==> src/rtl/ipt_pkg.sv <==
package ipt_pkg;

  typedef enum logic [1:0] {
    WK_IDLE = 2'd0,
    WK_HEAD = 2'd1,
    WK_WALK = 2'd2,
    WK_RESP = 2'd3
  } wk_state_e;

  typedef enum logic [1:0] {
    LK_MISS = 2'd0,
    LK_HIT  = 2'd1,
    LK_ERR  = 2'd2
  } lk_status_e;

endpackage

==> src/rtl/ipt_hash.sv <==
module ipt_hash #(
  parameter int PID_W = 4,
  parameter int VPN_W = 10,
  parameter int BKT_W = 3
) (
  input  logic [PID_W-1:0] pid,
  input  logic [VPN_W-1:0] vpn,
  output logic [BKT_W-1:0] bucket
);

  logic [VPN_W-1:0] mixed;

  // fold the process ID into the page number, keep the low bucket bits
  assign mixed  = vpn ^ VPN_W'(pid);
  assign bucket = mixed[BKT_W-1:0];

endmodule

==> src/rtl/ipt_entry_cmp.sv <==
module ipt_entry_cmp #(
  parameter int PID_W = 4,
  parameter int VPN_W = 10
) (
  input  logic [PID_W-1:0] key_pid,
  input  logic [VPN_W-1:0] key_vpn,
  input  logic             ent_valid,
  input  logic [PID_W-1:0] ent_pid,
  input  logic [VPN_W-1:0] ent_vpn,
  output logic             match
);

  assign match = ent_valid && (ent_pid == key_pid) && (ent_vpn == key_vpn);

endmodule

==> src/rtl/ipt_walker.sv <==
module ipt_walker
  import ipt_pkg::*;
#(
  parameter int PID_W  = 4,
  parameter int VPN_W  = 10,
  parameter int FRAMES = 16,
  parameter int FRM_W  = 4,
  parameter int IDX_W  = 5
) (
  input  logic             clk,
  input  logic             rst_n,
  input  logic             req_valid,
  output logic             req_ready,
  input  logic [PID_W-1:0] req_pid,
  input  logic [VPN_W-1:0] req_vpn,
  output logic [PID_W-1:0] key_pid,
  output logic [VPN_W-1:0] key_vpn,
  input  logic [IDX_W-1:0] head_idx,
  input  logic             ent_match,
  input  logic [IDX_W-1:0] ent_next,
  output logic [FRM_W-1:0] ent_addr,
  output logic             resp_valid,
  input  logic             resp_ready,
  output logic [1:0]       resp_status,
  output logic [FRM_W-1:0] resp_frame
);

  localparam logic [IDX_W-1:0] NULL_IDX = {IDX_W{1'b1}};
  localparam logic [IDX_W-1:0] LIMIT    = IDX_W'(FRAMES);

  wk_state_e        st_q, st_d;
  logic [IDX_W-1:0] cur_q, cur_d;
  logic [IDX_W-1:0] cnt_q, cnt_d;
  logic [PID_W-1:0] pid_q;
  logic [VPN_W-1:0] vpn_q;
  lk_status_e       stat_q, stat_d;
  logic [FRM_W-1:0] frame_q, frame_d;
  logic             ld_key;
  logic             head_bad, next_bad, at_limit;

  assign head_bad = (head_idx >= LIMIT) && (head_idx != NULL_IDX);
  assign next_bad = (ent_next >= LIMIT) && (ent_next != NULL_IDX);
  assign at_limit = (cnt_q + 1'b1) == LIMIT;

  always_comb begin
    st_d    = st_q;
    cur_d   = cur_q;
    cnt_d   = cnt_q;
    stat_d  = stat_q;
    frame_d = frame_q;
    ld_key  = 1'b0;
    unique case (st_q)
      WK_IDLE: begin
        if (req_valid) begin
          ld_key = 1'b1;
          st_d   = WK_HEAD;
        end
      end
      WK_HEAD: begin
        cnt_d   = '0;
        frame_d = '0;
        if (head_idx == NULL_IDX) begin
          stat_d = LK_MISS;
          st_d   = WK_RESP;
        end else if (head_bad) begin
          stat_d = LK_ERR;
          st_d   = WK_RESP;
        end else begin
          cur_d = head_idx;
          st_d  = WK_WALK;
        end
      end
      WK_WALK: begin
        if (ent_match) begin
          stat_d  = LK_HIT;
          frame_d = cur_q[FRM_W-1:0];
          st_d    = WK_RESP;
        end else if (ent_next == NULL_IDX) begin
          stat_d = LK_MISS;
          st_d   = WK_RESP;
        end else if (next_bad || at_limit) begin
          stat_d = LK_ERR;
          st_d   = WK_RESP;
        end else begin
          cur_d = ent_next;
          cnt_d = cnt_q + 1'b1;
        end
      end
      WK_RESP: begin
        if (resp_ready) st_d = WK_IDLE;
      end
      default: st_d = WK_IDLE;
    endcase
  end

  always_ff @(posedge clk or negedge rst_n) begin
    if (!rst_n) begin
      st_q    <= WK_IDLE;
      cur_q   <= '0;
      cnt_q   <= '0;
      stat_q  <= LK_MISS;
      frame_q <= '0;
    end else begin
      st_q    <= st_d;
      cur_q   <= cur_d;
      cnt_q   <= cnt_d;
      stat_q  <= stat_d;
      frame_q <= frame_d;
    end
  end

  always_ff @(posedge clk or negedge rst_n) begin
    if (!rst_n) begin
      pid_q <= '0;
      vpn_q <= '0;
    end else if (ld_key) begin
      pid_q <= req_pid;
      vpn_q <= req_vpn;
    end
  end

  assign req_ready   = (st_q == WK_IDLE);
  assign resp_valid  = (st_q == WK_RESP);
  assign resp_status = stat_q;
  assign resp_frame  = frame_q;
  assign key_pid     = pid_q;
  assign key_vpn     = vpn_q;
  assign ent_addr    = cur_q[FRM_W-1:0];

endmodule

==> src/rtl/ipt_lookup.sv <==
module ipt_lookup #(
  parameter int PID_W   = 4,
  parameter int VPN_W   = 10,
  parameter int FRAMES  = 16,
  parameter int BUCKETS = 8,
  localparam int FRM_W  = $clog2(FRAMES),
  localparam int IDX_W  = $clog2(FRAMES) + 1,
  localparam int BKT_W  = $clog2(BUCKETS)
) (
  input  logic             clk,
  input  logic             rst_n,
  input  logic             req_valid,
  output logic             req_ready,
  input  logic [PID_W-1:0] req_pid,
  input  logic [VPN_W-1:0] req_vpn,
  output logic             resp_valid,
  input  logic             resp_ready,
  output logic [1:0]       resp_status,
  output logic [FRM_W-1:0] resp_frame,
  output logic [BKT_W-1:0] head_rd_addr,
  input  logic [IDX_W-1:0] head_rd_idx,
  output logic [FRM_W-1:0] ent_rd_addr,
  input  logic             ent_rd_valid,
  input  logic [PID_W-1:0] ent_rd_pid,
  input  logic [VPN_W-1:0] ent_rd_vpn,
  input  logic [IDX_W-1:0] ent_rd_next
);

  logic [PID_W-1:0] key_pid;
  logic [VPN_W-1:0] key_vpn;
  logic             ent_match;

  ipt_hash #(.PID_W(PID_W), .VPN_W(VPN_W), .BKT_W(BKT_W)) hash_i (
    .pid    (key_pid),
    .vpn    (key_vpn),
    .bucket (head_rd_addr)
  );

  ipt_entry_cmp #(.PID_W(PID_W), .VPN_W(VPN_W)) cmp_i (
    .key_pid   (key_pid),
    .key_vpn   (key_vpn),
    .ent_valid (ent_rd_valid),
    .ent_pid   (ent_rd_pid),
    .ent_vpn   (ent_rd_vpn),
    .match     (ent_match)
  );

  ipt_walker #(
    .PID_W(PID_W), .VPN_W(VPN_W), .FRAMES(FRAMES), .FRM_W(FRM_W), .IDX_W(IDX_W)
  ) walk_i (
    .clk         (clk),
    .rst_n       (rst_n),
    .req_valid   (req_valid),
    .req_ready   (req_ready),
    .req_pid     (req_pid),
    .req_vpn     (req_vpn),
    .key_pid     (key_pid),
    .key_vpn     (key_vpn),
    .head_idx    (head_rd_idx),
    .ent_match   (ent_match),
    .ent_next    (ent_rd_next),
    .ent_addr    (ent_rd_addr),
    .resp_valid  (resp_valid),
    .resp_ready  (resp_ready),
    .resp_status (resp_status),
    .resp_frame  (resp_frame)
  );

endmodule

==> config.mk <==
export PLATFORM = sky130hd
export DESIGN_NAME = ipt_lookup
export DESIGN_NICKNAME = d
export VERILOG_FILES = /design/src/rtl/ipt_pkg.sv /design/src/rtl/ipt_hash.sv /design/src/rtl/ipt_entry_cmp.sv /design/src/rtl/ipt_walker.sv /design/src/rtl/ipt_lookup.sv
export SDC_FILE = /design/constraint.sdc
export NUM_CORES = 1
export LEC_CHECK = 0
export CAP_MARGIN = 25
export CORE_ASPECT_RATIO = 1.75
export CORE_MARGIN = 2
export CORE_UTILIZATION = 42
export CTS_CLUSTER_SIZE = 25
export DETAILED_ROUTE_END_ITERATION = 16
export GPL_ROUTABILITY_DRIVEN = 0
export HOLD_SLACK_MARGIN = 0.03
export PLACE_DENSITY = 0.8
export SETUP_SLACK_MARGIN = 0.2
export SLEW_MARGIN = 20
export SYNTH_ARGS = -nofsm -noshare
export SYNTH_HDL_FRONTEND = slang
export SYNTH_SLANG_ARGS = --single-unit
==> constraint.sdc <==
create_clock -name clk -period 2 [get_ports clk]
set_input_delay 0.3 -clock clk [delete_from_list [all_inputs] [get_ports clk]]
set_output_delay 0.3 -clock clk [all_outputs]
set_load 0.02 [all_outputs]
* Yosys cells after proc, flatten, opt, wreduce, memory -nomap -nowiden
Cells that the tools add are included.
** Word-level totals
- Bits in registers :: 31
- Bits in latches :: 0
- Bits in writable memories :: 0
- ROM bits :: 0
- Input port bits :: 43
- Output and inout port bits :: 15
- Memories :: 0
** Operators by class
- $add $sub $neg :: 1
- $mul :: 0
- Div/mod/pow operators :: 0
- $lt $le $gt $ge :: 2
- Equality and inequality tests :: 20
- Shift-type cells :: 0
- Muxes and demuxes :: 28
- Bitwise gates (word level) :: 1
- Reduce and logical (&&, ||, !) cells :: 12
** Operators by type and width (number)
- two-way mux 4 bit :: 6
- two-way mux 2 bit :: 11
- one-hot mux 4 bit (2 select lines) :: 2
- == test 5 bit (second input constant) :: 3
- two-way mux 5 bit :: 3
- inequality test 2 bit (second input constant) :: 7
- == test 10 bit :: 1
- >= comparator 5 bit (second input constant) :: 2
- inequality test 5 bit (second input constant) :: 2
- one-hot mux 5 bit (2 select lines) :: 1
- one-hot mux 2 bit (4 select lines) :: 1
- AND reduction 3 bit :: 2
- AND reduction 6 bit :: 1
- adder 5 x 1 -> 5 bit (second input constant) :: 1
- == test 2 bit (second input constant) :: 2
- == test 4 bit :: 1
- logical AND 1 bit :: 4
- inequality test 4 x 2 -> 1 bit (second input constant) :: 1
- one-hot mux 2 bit (2 select lines) :: 1
- AND reduction 4 bit :: 1
- two-way mux 1 bit :: 3
- inequality test 3 x 1 -> 1 bit (second input constant) :: 1
- XOR 3 bit :: 1
- == test 2 x 1 -> 1 bit (second input constant) :: 1
- 5 further kinds :: 5

* Depth between registers and ports, before layout
- Word-level depth :: 7
- Mapped depth :: 8

* By module
A second synthesis with hierarchy kept.
** Second synthesis, totals
- Cells, all modules :: 143
- Area total of the unflattened synthesis :: 1696.6 um^2
** By module, submodules not included
- ipt_walker :: times used 1, cells each 121, area an instance 1511.4 um^2, sequential area each 775.7 um^2
- ipt_entry_cmp :: times used 1, cells each 19, area an instance 158.9 um^2, sequential area each 0.0 um^2
- ipt_hash :: times used 1, cells each 3, area an instance 26.3 um^2, sequential area each 0.0 um^2

* Least setup slack after synthesis
No wires, ideal clock.
- Kind :: register -> register
- Start point :: register walk_i.st_q[0]
- End point :: register walk_i.cur_q[0]
- Arrival time :: 1810 ps
- Data required time :: 1875 ps
- Path slack :: 65 ps
- Cell stages (with the launch flop) :: 9
- Period minus slack after synthesis :: 1935 ps
- Path through :: dfrtp_1 inv_1 ha_1 buf_2 inv_1 nor2_1 o21ai_2 o31ai_4 mux2_2
** On the way
- Longest elaborated chain between the ends :: 3
- Elaborated cells on any way between the ends :: 10
- Those cells by class :: 7 x eq/ne; 1 x mux; 2 x reduce/logical
** RTL lines
- start, declared :: RTL line ipt_walker.sv:31 : wk_state_e st_q, st_d;
- start signal, assigned :: RTL line ipt_walker.sv:104 : st_q <= st_d;
- == test 2 x 1 -> 1 bit / == test 2 bit (equally long branches) :: RTL line ipt_walker.sv:52 : unique case (st_q)
- inequality test 2 bit (no line) / nonzero test 2 bit (equally long branches)
- AND reduction 6 bit (no line)
- end signal, assigned :: RTL line ipt_walker.sv:105 : cur_q <= cur_d;
- end, declared :: RTL line ipt_walker.sv:32 : logic [IDX_W-1:0] cur_q, cur_d;
Parallel ways exist; a longest one is shown, timed or not.
A chain may end at the register's enable or synchronous reset.

* Worst setup path in the final report
- Start point :: register walk_i.cnt_q[0]
- End point :: register walk_i.cur_q[3]
** On the way
- Longest elaborated chain between the ends :: 5
** RTL lines
- start, declared :: RTL line ipt_walker.sv:33 : logic [IDX_W-1:0] cnt_q, cnt_d;
- start signal, assigned :: RTL line ipt_walker.sv:106 : cnt_q <= cnt_d;
- adder 5 x 1 -> 5 bit :: RTL line ipt_walker.sv:43 : assign at_limit = (cnt_q + 1'b1) == LIMIT;
- == test 5 bit :: RTL line ipt_walker.sv:43
- logical OR 1 bit :: RTL line ipt_walker.sv:81 : end else if (next_bad || at_limit) begin
- inequality test 2 bit (no line)
- AND reduction 6 bit (no line)
No other way between the ends.

==> results.toml <==
[drt]
drt-total-wl_um = 3940
vias_per_cell = 5.13
wl_per_cell_um = 14.0
vias = 1446
drt_pass1_iterations = 4
drt_iter0_markers = 48
drc = 0
ant_nets = 0

[logic_synthesis]
synth_area_mm2 = 0.00179
synth_nets = 208
yosys_warnings = 0
avgSynthCellArea_um2 = 11.2
synth.distinct_cells = 34
synth-seq-cells = 31
ys_seq_area_frac = 0.432
synthCells = 160

[worst_setup_path]
worstSetupPathType = "register to register"
slowest_delay_ns = 0.43
reg2reg_from = "walk_i.cnt_q[0]$_DFFE_PN0P_"
cp-startpoint = "walk_i.cnt_q[0]$_DFFE_PN0P_"
cp_cell_sequence = "and4b_1, a21oi_2, o21ai_2, o31ai_4, mux2_2"
worst_setup_path_end_kind = "register"
worstPathMaxFanout = 6
ff2ff_path_depth = 5
worstSetupStartpointType = "register"
slowest_stage = "dfrtp_1"
cp.arrival_ns = 1.95
required_ns = 2.16

[grt]
grt_pass1_vias = 1510
grt_antenna_before_repair = 0
grt_pass1_wl_um = 6600
grt_overflow = 0
grt.total_usage = 0.183
grt_max_degree = 32

[die]
num_io_pins = 58
coreArea_mm2 = 0.00411
rows = 31
die_height_um = 90.5
die_x_um = 53.4
dieArea_mm2 = 0.00483
start_util = 0.436

[clocking]
cts-root-buf = "clkbuf_8"
cts.clk_slew.worst_paths_ns = 0.07
cts_buffer_depth = 2
numCtsBuffers = 5
cts_tree = "yes"
clock-sinks = 31
clk_latency_ns = 0.28
cts_hold_buf = 0
htree_levels = 2

[sta]
setup_ws_ns = 0.211
fin_crit_ns = 1.79
relSlewSlack = 0.732
drv_slew = 0
final-hold-violation-count = 0
min_period_over_period = 0.894
max_clock_freq_mhz = 559
rsz0062_at_grt = "true"
fin_skew_ns = 0.00949
setup_viol = 0
worst_slew_pin_slew_ns = 0.402

[hold_path]
hp-class = "input pin to asynchronous set/reset pin"

[place]
place_ws_ns = -0.0713
dpl.hpwl_um = 3040
port_buffers = 57

[cells_and_area]
fin_nets = 282
diodes = 0
areaGrowthSynthToFinish_pct = 46.2
drive_gt1_frac = 0.240
nFillCells = 338
final_util = 0.638

[run_status]
outcome = "completed"

[pwr]
p_leak_nw = 1.13
p_per_area_mw_per_mm2 = 1280
ir_worst_vdd_mv = 0.911

[run]
cap_violations = 0
-- path summary, 6_finish.rpt --
kind / slack, ns / to
worst min register to register: 0.52 / walk_i.key_pid[3]$_DFFE_PN0P_
worst max register to register: 0.21 / walk_i.cur_q[3]$_DFFE_PN0P_
worst min-delay path: 0.42 / walk_i.resp_frame[0]$_DFFE_PN0P_
worst max-delay path: 0.21 / walk_i.cur_q[3]$_DFFE_PN0P_
max in group asynchronous: 1.27 / walk_i.cnt_q[3]$_DFFE_PN0P_
min in group clk: 0.52 / walk_i.key_pid[3]$_DFFE_PN0P_
-- state kept, by name, summed over array words and instances (netlist names) --
| register | flops |
|---|---|
| walk_i.key_vpn | 10 |
| walk_i.cnt_q | 5 |
| walk_i.cur_q | 4 |
| walk_i.key_pid | 4 |
| walk_i.resp_frame | 4 |
| walk_i.resp_status | 2 |
| walk_i.st_q | 2 |
-- cells in the mapped netlist --
library cell | instances | area [µm²]
nand4_1 | 4 | 25.0
mux2_2 | 22 | 248
a21oi_1 | 1 | 5.00
o2bb2ai_1 | 6 | 52.6
a22o_1 | 1 | 8.76
buf_2 | 1 | 5.00
and3_1 | 1 | 6.26
xor2_1 | 5 | 43.8
and4b_1 | 1 | 10.0
o31ai_4 | 1 | 21.3
a21boi_0 | 1 | 7.51
clkbuf_1 | 2 | 7.51
nand3_1 | 4 | 20.0
nor4_4 | 1 | 21.3
nor3_1 | 2 | 10.0
nor2b_4 | 1 | 13.8
nor2_1 | 4 | 15.0
buf_6 | 1 | 11.3
ha_1 | 5 | 62.6
nor2_4 | 1 | 11.3
nand2_1 | 17 | 63.8
a31o_2 | 1 | 8.76
a221oi_2 | 1 | 15.0
o21ai_2 | 2 | 17.5
mux2i_1 | 9 | 90.1
nor2b_1 | 1 | 6.26
a21oi_2 | 1 | 8.76
xnor2_1 | 14 | 123
o21ai_0 | 3 | 15.0
nand2b_1 | 1 | 6.26
dfrtp_1 | 31 | 776
nor3b_1 | 1 | 7.51
and2_1 | 1 | 6.26
inv_1 | 12 | 45.0
-- layout make-up --
| cell class | count | area (µm²) | area share |
|---|---|---|---|
| timing repair buffer | 71 | 696 | 0.265 |
| tap | 49 | 61.3 | 0.0234 |
| clock buffer | 6 | 72.6 | 0.0277 |
| inverter | 12 | 45.0 | 0.0172 |
| multi-input combinational | 113 | 971 | 0.370 |
| sequential | 31 | 778 | 0.297 |
-- layout by cell type, fill, tap and decap left out, types with 2 or more instances in the layout --
master           instances
o2bb2ai_1                6
mux2_4                   3
o21ai_0                  3
dfrtp_2                  2
mux2_2                  19
dlygate4sd2_1            2
dlymetal6s2s_1           4
xnor2_1                 14
mux2i_1                  9
nand4_1                  4
nand2_1                 17
inv_1                   11
dfrtp_1                 29
clkbuf_8                 5
nand3_1                  4
ha_1                     4
xor2_1                   5
o21ai_2                  2
clkdlybuf4s50_1         51
buf_4                   13
nor2_1                   3
nor3_1                   2
-- report_power, final --
group | internal (mW) | total [mW] | switching (mW)
logic | 0.971 | 1.80 | 0.826
clock network | 0.231 | 0.449 | 0.218
registers | 0.881 | 1.11 | 0.228
total | 2.08 | 3.36 | 1.27
-- stage by stage --
stage | TNS, ns | hold slack, ns | total power, mW | cells | cell area [µm²]
6_report | 0 | 0.415 | 3.36 | 282 | 2620
4_1_cts | 0 | 0.429 | 3.31 | 280 | 2570
3_3_place_gp | -0.381 | 0.509 | 2.83 | 274 | 2500
5_1_grt | 0 | 0.454 | 3.57 | 282 | 2620
2_1_floorplan | 0 | 0.00441 | 2.21 | 160 | 1800
3_5_place_dp | -0.495 | 0.517 | 2.86 | 274 | 2500
-- repair_timing --
action                     4_1_cts  5_1_grt
pin swaps                        0        3
setup endpoints to repair        2       13
gates cloned                     0        0
resized for setup                2       13
buffers inserted                 0        2
-- cells by family after synthesis --
family,Yosys count,synth area share
AO/OA/AOI/OAI,18,0.0893
AND/OR/NAND/NOR,40,0.124
multiplexers,31,0.188
flip-flops,31,0.432
XOR/XNOR,19,0.0927
adder cells (fa/ha/maj),5,0.0349
buffers and inverters,16,0.0384
-- metal layers --
metal	vias to the layer above	GRT usage	wire length (µm)
li1	696	-	-
met1	705	0.189	1370
met2	38	0.330	2280
met3	7	0.0579	205
met4	0	0.0577	85
met5	-	0	0
-- worst max-delay path, delay by kind of cell, from the launching register on --
| family | cells | cell delay (ns) |
|---|---|---|
| AO/OA/AOI/OAI | 3 | 0.62 |
| flip-flops | 1 | 0.43 |
| multiplexers | 1 | 0.39 |
| AND/OR/NAND/NOR | 1 | 0.22 |
Note: power is estimated with default switching activity, not from simulation.
